$ cat src/rtl/serin_pkg.sv
package serin_pkg;
  // Reserved positions at the end of the tag phase, always sent as zero.
  localparam int unsigned TAG_RSV_W = 3;
  // Depth of the reset release synchronizer.
  localparam int unsigned RST_STAGES = 2;
endpackage

$ cat src/rtl/serin_rst_sync.sv
module serin_rst_sync #(
  parameter int unsigned STAGES = serin_pkg::RST_STAGES
) (
  input  logic clk,
  input  logic arst_n,
  output logic rst_n_o
);
  logic [STAGES-1:0] pipe_q;
  logic [STAGES-1:0] pipe_d;

  always_comb begin
    pipe_d = {pipe_q[STAGES-2:0], 1'b1};
  end

  always_ff @(posedge clk or negedge arst_n) begin
    if (!arst_n) pipe_q <= '0;
    else         pipe_q <= pipe_d;
  end

  assign rst_n_o = pipe_q[STAGES-1];
endmodule

$ cat src/rtl/serin_sync_edge.sv
// Samples the frame marker on the falling bit-clock edge and flags a
// low-to-high change for exactly one bit period.
module serin_sync_edge (
  input  logic bclk,
  input  logic rst_n,
  input  logic sync_i,
  output logic start_o
);
  logic smp_q, smp_d;
  logic start_q, start_d;

  always_comb begin
    smp_d   = sync_i;
    start_d = sync_i & ~smp_q;
  end

  always_ff @(negedge bclk or negedge rst_n) begin
    if (!rst_n) begin
      smp_q   <= 1'b0;
      start_q <= 1'b0;
    end else begin
      smp_q   <= smp_d;
      start_q <= start_d;
    end
  end

  assign start_o = start_q;
endmodule

$ cat src/rtl/serin_frame_pack.sv
// Assembles the full zero-stuffed frame image, first bit at the MSB.
module serin_frame_pack #(
  parameter int unsigned NUM_SLOTS = 12,
  parameter int unsigned SLOT_W    = 20,
  parameter int unsigned PAYLOAD_W = 20,
  localparam int unsigned TAG_W    = 1 + NUM_SLOTS + serin_pkg::TAG_RSV_W,
  localparam int unsigned FRAME_W  = TAG_W + NUM_SLOTS * SLOT_W
) (
  input  logic                           ready_i,
  input  logic [NUM_SLOTS-1:0]           valid_i,
  input  logic [NUM_SLOTS*PAYLOAD_W-1:0] data_i,
  output logic [FRAME_W-1:0]             frame_o
);
  localparam int unsigned PAD_W = SLOT_W - PAYLOAD_W;

  logic [TAG_W-1:0] tag;

  assign tag[TAG_W-1] = ready_i;
  assign tag[serin_pkg::TAG_RSV_W-1:0] = '0;

  for (genvar i = 0; i < NUM_SLOTS; i++) begin : g_tag
    assign tag[TAG_W-2-i] = valid_i[i];
  end

  assign frame_o[FRAME_W-1 -: TAG_W] = tag;

  for (genvar i = 0; i < NUM_SLOTS; i++) begin : g_slot
    localparam int unsigned HI = FRAME_W - 1 - TAG_W - i * SLOT_W;
    if (PAD_W == 0) begin : g_full
      assign frame_o[HI -: SLOT_W] =
        valid_i[i] ? data_i[i*PAYLOAD_W +: PAYLOAD_W] : '0;
    end else begin : g_pad
      assign frame_o[HI -: SLOT_W] =
        valid_i[i] ? {data_i[i*PAYLOAD_W +: PAYLOAD_W], {PAD_W{1'b0}}} : '0;
    end
  end
endmodule

$ cat src/rtl/serin_frame_tx.sv
module serin_frame_tx #(
  parameter int unsigned NUM_SLOTS = 12,
  parameter int unsigned SLOT_W    = 20,
  parameter int unsigned PAYLOAD_W = 20
) (
  input  logic                           bclk,
  input  logic                           rst_n,
  input  logic                           sync,
  input  logic                           codec_ready,
  input  logic [NUM_SLOTS-1:0]           slot_valid,
  input  logic [NUM_SLOTS*PAYLOAD_W-1:0] slot_data,
  output logic                           ser_out
);
  localparam int unsigned TAG_W   = 1 + NUM_SLOTS + serin_pkg::TAG_RSV_W;
  localparam int unsigned FRAME_W = TAG_W + NUM_SLOTS * SLOT_W;

  logic               rst_sync_n;
  logic               frame_start;
  logic [FRAME_W-1:0] frame_img;

  serin_rst_sync u_rst (
    .clk     (bclk),
    .arst_n  (rst_n),
    .rst_n_o (rst_sync_n)
  );

  serin_sync_edge u_edge (
    .bclk    (bclk),
    .rst_n   (rst_sync_n),
    .sync_i  (sync),
    .start_o (frame_start)
  );

  serin_frame_pack #(
    .NUM_SLOTS (NUM_SLOTS),
    .SLOT_W    (SLOT_W),
    .PAYLOAD_W (PAYLOAD_W)
  ) u_pack (
    .ready_i (codec_ready),
    .valid_i (slot_valid),
    .data_i  (slot_data),
    .frame_o (frame_img)
  );

  // Output bit plus the not-yet-sent remainder of the captured frame.
  logic               out_q, out_d;
  logic [FRAME_W-2:0] rest_q, rest_d;
  logic               shift_en;

  always_comb begin
    shift_en = frame_start | out_q | (|rest_q);
    if (frame_start) {out_d, rest_d} = frame_img;
    else             {out_d, rest_d} = {rest_q, 1'b0};
  end

  always_ff @(posedge bclk or negedge rst_sync_n) begin
    if (!rst_sync_n) begin
      out_q  <= 1'b0;
      rest_q <= '0;
    end else if (shift_en) begin
      out_q  <= out_d;
      rest_q <= rest_d;
    end
  end

  assign ser_out = out_q;
endmodule

$ cat config.mk
export PLATFORM = sky130hd
export DESIGN_NAME = serin_frame_tx
export DESIGN_NICKNAME = d
export VERILOG_FILES = /design/src/rtl/serin_pkg.sv /design/src/rtl/serin_rst_sync.sv /design/src/rtl/serin_sync_edge.sv /design/src/rtl/serin_frame_pack.sv /design/src/rtl/serin_frame_tx.sv
export SDC_FILE = /design/constraint.sdc
export NUM_CORES = 1
export LEC_CHECK = 0
export BUFFER_PORTS_ARGS = -buffer_cell sky130_fd_sc_hd__buf_2
export CORE_MARGIN = 1
export CORE_UTILIZATION = 45
export DETAILED_ROUTE_END_ITERATION = 10
export HOLD_SLACK_MARGIN = 0.1
export PLACE_DENSITY = 0.68
export SETUP_SLACK_MARGIN = 0.05
export SYNTH_ARGS = -nofsm -noshare
export SYNTH_HDL_FRONTEND = slang
export SYNTH_SLANG_ARGS = --single-unit
export TNS_END_PERCENT = 50
$ cat constraint.sdc
create_clock -name bclk -period 11.15 [get_ports bclk]
set_clock_uncertainty 0.1 [all_clocks]
set_input_delay 0.5575 -clock bclk [delete_from_list [all_inputs] [get_ports bclk]]
set_output_delay 0.5575 -clock bclk [all_outputs]
set_load 0.05 [all_outputs]
## Word level (Yosys, flattened, before mapping)

Cells that the tools add are included.

- Add/subtract/negate cells: 0
- Multipliers: 0
- Divide/modulo/power cells: 0
- Order comparisons: 0
- Equality and inequality tests: 0
- Shift operators: 0
- Mux-type cells: 14
- Bitwise operators: 4
- Reductions and logical operators: 1

Operators with widths:

| cell | count |
|---|---|
| 2-to-1 mux 255 bit | 1 |
| OR reduction 255 bit | 1 |
| 2-to-1 mux 20 bit | 12 |
| bitwise OR 1 bit | 2 |
| AND 1 bit | 1 |
| 2-to-1 mux 1 bit | 1 |
| NOT 1 bit | 1 |

- Flip-flop bits (word level): 260
- Latch bits: 0
- Memory bits (writable): 0
- ROM bits: 0
- Input port bits: 256
- Output and inout port bits: 1
- Logic and storage cells: 24
- Memories kept: 0

## Longest topological paths before layout

Gate-level depths: netlist of run 1.

- Depth after elaboration: 2
- Gate-level depth with buffers: 4
- Depth with buffers taken out: 2

## By module

Synthesis of run 1 repeated with hierarchy kept, for this count alone.

- Cell total of the unflattened synthesis: 827
- Area, all modules: 11452.2 µm²

By module, submodules not included:

| module | instances | cells each | area an instance (µm²) | sequential area each (µm²) |
|---|---|---|---|---|
| serin_frame_tx | 1 | 540 | 9589.2 | 6406.1 |
| serin_frame_pack | 1 | 281 | 1745.4 | 0.0 |
| serin_sync_edge | 1 | 3 | 63.8 | 50.0 |
| serin_rst_sync | 1 | 3 | 53.8 | 50.0 |

==> results of run 1 <==
power by group through the flow:
stage	Sequential [µW]	Combinational [µW]	Clock, µW
after CTS	1080	193	889
after floorplan	1090	121	0
after global routing	1090	210	934
after global placement	1090	186	0
final	1080	189	867
after detailed placement	1090	191	0
kinds of logic after synthesis:
group | Yosys count | share of synthesized area, %
flip-flops | 260 | 70.1
AO/OA/AOI/OAI | 251 | 23.3
buffers and inverters | 59 | 5.05
AND/OR/NAND/NOR | 22 | 1.43
multiplexers | 1 | 0.121
other | 1 | 0.0404
worst max-delay path, stage by stage (launching register included):
cell	delay, ps
dfrtn_1	320
buf_4	220
inv_6	740
buf_4	620
a22o_1	240
routing by layer:
layer | vias to the layer above | GRT usage, % | share of wire [%]
li1 | 2719 | - | -
met1 | 2916 | 28.9 | 46
met2 | 218 | 28.5 | 44
met3 | 24 | 6.39 | 8.9
met4 | 0 | 4.05 | 1.5
met5 | - | 0 | 0
Yosys cell counts (2+ instances only):
master,instances
dfrtn_1,2
buf_2,18
nor2b_1,4
and2_1,11
dfrtp_1,258
o21ai_0,5
nand3_1,5
buf_4,10
a21o_1,12
buf_6,25
inv_1,5
a22o_1,234
through the flow:
stage / hold WS, ps / util, % / total power, µW / cells
final: 155 / 56.3 / 2130 / 1123
after global routing: 129 / 56.3 / 2230 / 1122
after CTS: 132 / 56.3 / 2160 / 1122
after detailed placement: 245 / 52.0 / 1280 / 1073
after global placement: 236 / 52.0 / 1280 / 1073
after floorplan: 162 / - / 1210 / 594
final timing paths:
path                                 start         endpoint  cells after the start
max                         u_edge.start_o       rest_q[49]                      4
max reg2reg                 u_edge.start_o       rest_q[49]                      4
min in group asynchronous            rst_n  u_rst.pipe_q[0]                      2
min                          slot_data[16]      rest_q[236]                      2
max in group asynchronous  u_rst.pipe_q[1]   u_edge.start_o                      0
min reg2reg                   u_edge.smp_q   u_edge.start_o                      1
sequential cells by signal, summed over array words and instances, names as in the netlist:
signal	flops
u_edge.start_o	1
u_rst.pipe_q	2
rest_q	255
ser_out	1
u_edge.smp_q	1
cell type report:
class                           count  area [µm²]
Multi-Input combinational cell    275        2310
Clock inverter                      7        70.1
Tap cell                          270         338
Sequential cell                   260        6510
Timing Repair Buffer              263        1340
Inverter                            6        27.5
Antenna cell                        1        2.50
Clock buffer                       41         798
Fill cell                        1666        8840
==> flow_summary.json, run 1 <==
{
  "pwr-share-seq_pct": 50.5,
  "viasPerCell": 5.23,
  "seq_area_frac_synth_pct": 70.1,
  "syn-instance-count": 594,
  "grt.overflow.total": 0,
  "fin_area_um2": 11400,
  "synth-warning-count": 0,
  "post_cts_buffers": 0,
  "post-dp-hpwl_mm": 12.9,
  "drc_errors": 0,
  "dieHeight_um": 146,
  "ir_drop_uv": 107,
  "total_leakage_power_uw": 0.00588,
  "synthArstFlopShare_pct": 100,
  "ant_nets": 0,
  "fin_nets": 1089,
  "startpoint_type": "register",
  "grt_use_total_pct": 19.6,
  "initial_core_util_pct": 45.9,
  "ys_types": 17,
  "sw_frac_of_total_pct": 21.9,
  "synthFlopType": "dfrtp_1",
  "clockBufferDepth": 3,
  "grt_pass1_wl_mm": 33.4,
  "initialDrtViolationCount": 185,
  "cts_root_buffer": "clkbuf_16",
  "drive_gt1_share_pct": 36.0,
  "layout_commonest_cell": "dfrtp_1",
  "syn-num-nets": 850,
  "slew_headroom_pct": 34.2,
  "p_sw_uw": 468,
  "crit_type": "register to register",
  "hp-class": "input port to register",
  "setup_tns_ps": 0,
  "synth_top_area_share_pct": 69.5,
  "die_w_um": 146,
  "slew_viol_final": 0,
  "path_clk_slew_ps": 60,
  "wl_mm": 20.3,
  "outcome": "finished clean",
  "grt_pass1_vias": 6205,
  "rsz0062_at_grt": "no",
  "gp_congestion": 0.776,
  "portBuffers": 256,
  "yosysTopAreaCell": "dfrtp_1",
  "route.detailed.wl_per_inst_um": 18.1,
  "grt_max_degree": 140,
  "synth_edf_count": 0,
  "setup_viol": 0,
  "cts_buffers": 27,
  "placementRows": 52,
  "crit_path_end_kind": "register",
  "mostFrequentLayoutCells": "dfrtp_1 (257), buf_2 (256), a22o_1 (234), clkbuf_16 (27), a21o_1 (12)",
  "synth-seq-cells": 260,
  "crit_required_ps": 11490,
  "die-area_um2": 21200,
  "synth_area_leaders": "dfrtp_1 (70%), a22o_1 (22%), buf_6 (3.0%), buf_2 (0.97%), a21o_1 (0.97%)",
  "comb_power_share_pct": 8.9,
  "cts_tree": "done",
  "p_int_uw": 1660,
  "antenna_found_initial": 2,
  "ctsResizeCount": 0,
  "syn_area_um2": 9290,
  "hold_viol": 0,
  "firstDrtPassIters": 6,
  "boundaryPins": 257,
  "clkPwrFrac_pct": 40.6,
  "clkSinkCount": 260,
  "ctsHtreeMaxLevel": 1,
  "max_cap_viol_count": 0,
  "syn_to_final_growth_pct": 22.7,
  "avgSynthCellArea_um2": 15.6,
  "via_count": 5877,
  "postPlaceCellArea_um2": 10500,
  "tightest_slew_ps": 988,
  "holdBufCountCts": 1,
  "p_per_area_nw_per_um2": 187,
  "crit_fanout": 139,
  "arrival_ps": 8310,
  "dp_slack_ps": 3190,
  "core_um2": 20200,
  "fin_ws_ps": 3180,
  "r2r_setup_slack_ps": 3180,
  "clkLatencyLatePin_ps": 510
}
No activity file was read; power rests on OpenSTA's default activity.
==> run 2, diff against run 1 <==
- PLACE_DENSITY: 0.68 -> 0.71
- clock period: 11.15 -> 7.2 ns (I/O delays scaled with it)
==> run 2 against run 1 <==
Effect of this change:
- the run now fails in clock tree synthesis
- synthesized cell count unchanged
- synthesized area unchanged
==> flow_summary.json, run 2 <==
{
  "outcome": "did not finish",
  "haltStage": "clock tree synthesis",
  "error": "[ERROR RSZ-0060] Max buffer count reached.",
  "synthFlopType": "dfrtp_1",
  "synth-simple-area-share_pct": 1.43,
  "avgSynthCellArea_um2": 15.6,
  "synth_compound_area_share_pct": 23.3,
  "synth_most_common_cell": "dfrtp_1",
  "ctsResizeCount": 0,
  "cts_root_buffer": "clkbuf_16",
  "synth_mux_area_share_pct": 0.121,
  "seq_area_frac_synth_pct": 70.1,
  "synth-seq-cells": 260,
  "clkSinkCount": 260,
  "post_cts_buffers": 0,
  "clockBufferDepth": 3,
  "syn-instance-count": 594,
  "synth_area_leaders": "dfrtp_1 (70%), a22o_1 (22%), buf_6 (3.0%), buf_2 (0.97%), a21o_1 (0.97%)",
  "yosysTopAreaCell": "dfrtp_1",
  "placementRows": 52,
  "synthAdderAreaFrac_pct": 0,
  "boundaryPins": 257,
  "syn-num-nets": 850,
  "gp_congestion": 0.762,
  "initial_core_util_pct": 45.9,
  "dieHeight_um": 146,
  "cts_buffers": 27,
  "synthArstFlopShare_pct": 100,
  "synth-warning-count": 0,
  "syn_area_um2": 9290,
  "die_w_um": 146,
  "placed_cells": 1077,
  "holdBufCountCts": 226,
  "synth_top_area_share_pct": 69.5,
  "portBuffers": 256,
  "synthTopCellsByCount": "dfrtp_1 (258), a22o_1 (234), buf_6 (25)",
  "ys_types": 17,
  "synth_edf_count": 0,
  "synth_xor_xnor_area_share_pct": 0,
  "ctsHtreeMaxLevel": 1,
  "post-dp-hpwl_mm": 13.1,
  "synth_top_family_by_area": "compound AO/OA/AOI/OAI gates"
}
run 2: cell counts after synthesis:
No cell type changed its count.
run 2: cell families after synthesis:
kind of cell	Yosys count
other cells	1
flops	260
simple gates	22
compound gates	251
mux	1
buf+inv	59
run 2: through the flow:
step | hold slack (ps) | instance area (µm²) | setup WS [ps]
after floorplan | -35.6 | 9290 | 1010
after global placement | 47.6 | 10600 | 1550
after detailed placement | 47.5 | 10600 | 1490
==> run 3, diff against run 2 <==
- CORE_UTILIZATION: 45 -> 30
- HOLD_SLACK_MARGIN: 0.1 -> not set
- PLACE_DENSITY: 0.71 -> not set
- PLACE_DENSITY_LB_ADDON: not set -> 0.15
- SETUP_SLACK_MARGIN: 0.05 -> not set
- clock period: 7.2 -> 9.4 ns (I/O delays scaled with it)
==> run 3 against run 2 <==
Effect of this change:
- the flow now finishes without violations
==> flow_summary.json, run 3 (synthesis results as in run 1) <==
{
  "clkSinkCount": 260,
  "grt_use_total_pct": 14.1,
  "clockBufferDepth": 3,
  "hp-class": "input port to register",
  "hold_slack_ps": 29.5,
  "startpoint_type": "register",
  "post_cts_buffers": 0,
  "slew_viol_final": 0,
  "crit_start": "u_edge.start_o",
  "crit_type": "register to register",
  "ant_nets": 0,
  "core_um2": 30500,
  "die_w_um": 178,
  "endpoint": "rest_q[129]",
  "initialDrtViolationCount": 285,
  "clkLatencyLatePin_ps": 550,
  "total_leakage_power_uw": 0.00591,
  "gp_congestion": 0.718,
  "worst_r2r_startpoint": "u_edge.start_o",
  "grt_pass1_wl_mm": 35.2,
  "grt_pass1_vias": 6225,
  "cts_tree": "done",
  "drc_errors": 0,
  "rr_worst_depth": 3,
  "setup_viol": 0,
  "cts_buffers": 30,
  "die-area_um2": 31700,
  "hold_viol": 0,
  "wl_mm": 22.8,
  "max_cap_viol_count": 0,
  "layout_commonest_cell": "dfrtp_1",
  "stdcell_count": 1257,
  "antenna_found_initial": 12,
  "crit_fanout": 175,
  "p_per_area_nw_per_um2": 224,
  "crit_path_end_kind": "register",
  "tightest_slew_ps": 1060,
  "hp-start": "slot_data[235]",
  "placementRows": 64,
  "largest_register_ffs": 255,
  "top_regs": "rest_q (255), u_rst.pipe_q (2)",
  "fin_nets": 1091,
  "fin_area_um2": 11600,
  "ir_drop_uv": 133,
  "firstDrtPassIters": 4,
  "arrival_ps": 7160,
  "fillCellCount": 2983,
  "route.detailed.wl_per_inst_um": 18.1,
  "syn_to_final_growth_pct": 25.3,
  "portBuffers": 256,
  "postPlaceCellArea_um2": 10700,
  "ctsResizeCount": 0,
  "outcome": "finished clean",
  "grt_max_degree": 176,
  "path_clk_slew_ps": 60,
  "drive_gt1_share_pct": 36.0,
  "mostFrequentLayoutCells": "dfrtp_1 (257), buf_2 (256), a22o_1 (234), clkbuf_16 (31)",
  "rsz0062_at_grt": "no",
  "initial_core_util_pct": 30.4,
  "ctsHtreeMaxLevel": 1,
  "crit_required_ps": 9770,
  "cts_root_buffer": "clkbuf_16",
  "via_count": 5977,
  "post-dp-hpwl_mm": 13.9,
  "placed_cells": 1198,
  "grt.overflow.total": 0,
  "r2r_setup_slack_ps": 2610,
  "slew_headroom_pct": 29.1,
  "dieHeight_um": 178,
  "rr_endpoint": "rest_q[129]",
  "setup_tns_ps": 0,
  "top_register": "rest_q",
  "viasPerCell": 4.75,
  "boundaryPins": 257
}
## run 3: repair_timing
action,CTS,global route
setup endpoints to repair,0,0
endpoints found under the hold margin,2,0
hold buffers,1,0
## run 3: per-stage QoR
step           setup slack (ps)  power [µW]  util (%)
2_1_floorplan               493        1440         -
3_3_place_gp               2600        1520      35.0
3_5_place_dp               2610        1520      35.0
4_1_cts                    2590        2660      38.1
5_1_grt                    2490        2740      38.1
6_report                   2610        2610      38.1
## run 3: critical path, stage by stage, from the launching register on
cell and delay, ps:
dfrtn_1 400, inv_8 650, buf_4 530, a22o_1 230
## run 3: layout make-up
cell class              count  area (µm²)  share of cell area (%)
clock inverters             7        41.3                   0.355
clock buffers              49         903                    7.76
multi-input cells         275        2310                    19.9
well taps                 396         495                    4.26
diodes                      2        5.00                  0.0430
repair buffers            262        1340                    11.5
flip-flops and latches    260        6510                    55.9
inverters                   6        30.0                   0.258
## run 3: worst min path at each step
stage	slack, ps	cells after the start	end
after floorplan	70	0	u_rst.pipe_q[0]
after global placement	160	1	u_rst.pipe_q[0]
after detailed placement	160	1	u_rst.pipe_q[0]
after CTS	4	2	rest_q[108]
after global routing	10	2	rest_q[42]
final	30	2	rest_q[15]
## run 3: power by group
group	leakage, µW	internal [µW]	switching (µW)
Combinational	0.00206	130	95.4
Sequential	0.00339	1230	42.4
Clock	0.000464	653	456
## run 3: per-layer routing
metal / up-vias / track usage [%] / share of wire, %
li1: 2736 / - / -
met1: 2992 / 20.1 / 47
met2: 189 / 19.9 / 41
met3: 46 / 5.66 / 9.4
met4: 14 / 3.31 / 2.1
met5: - / 0 / 0.45
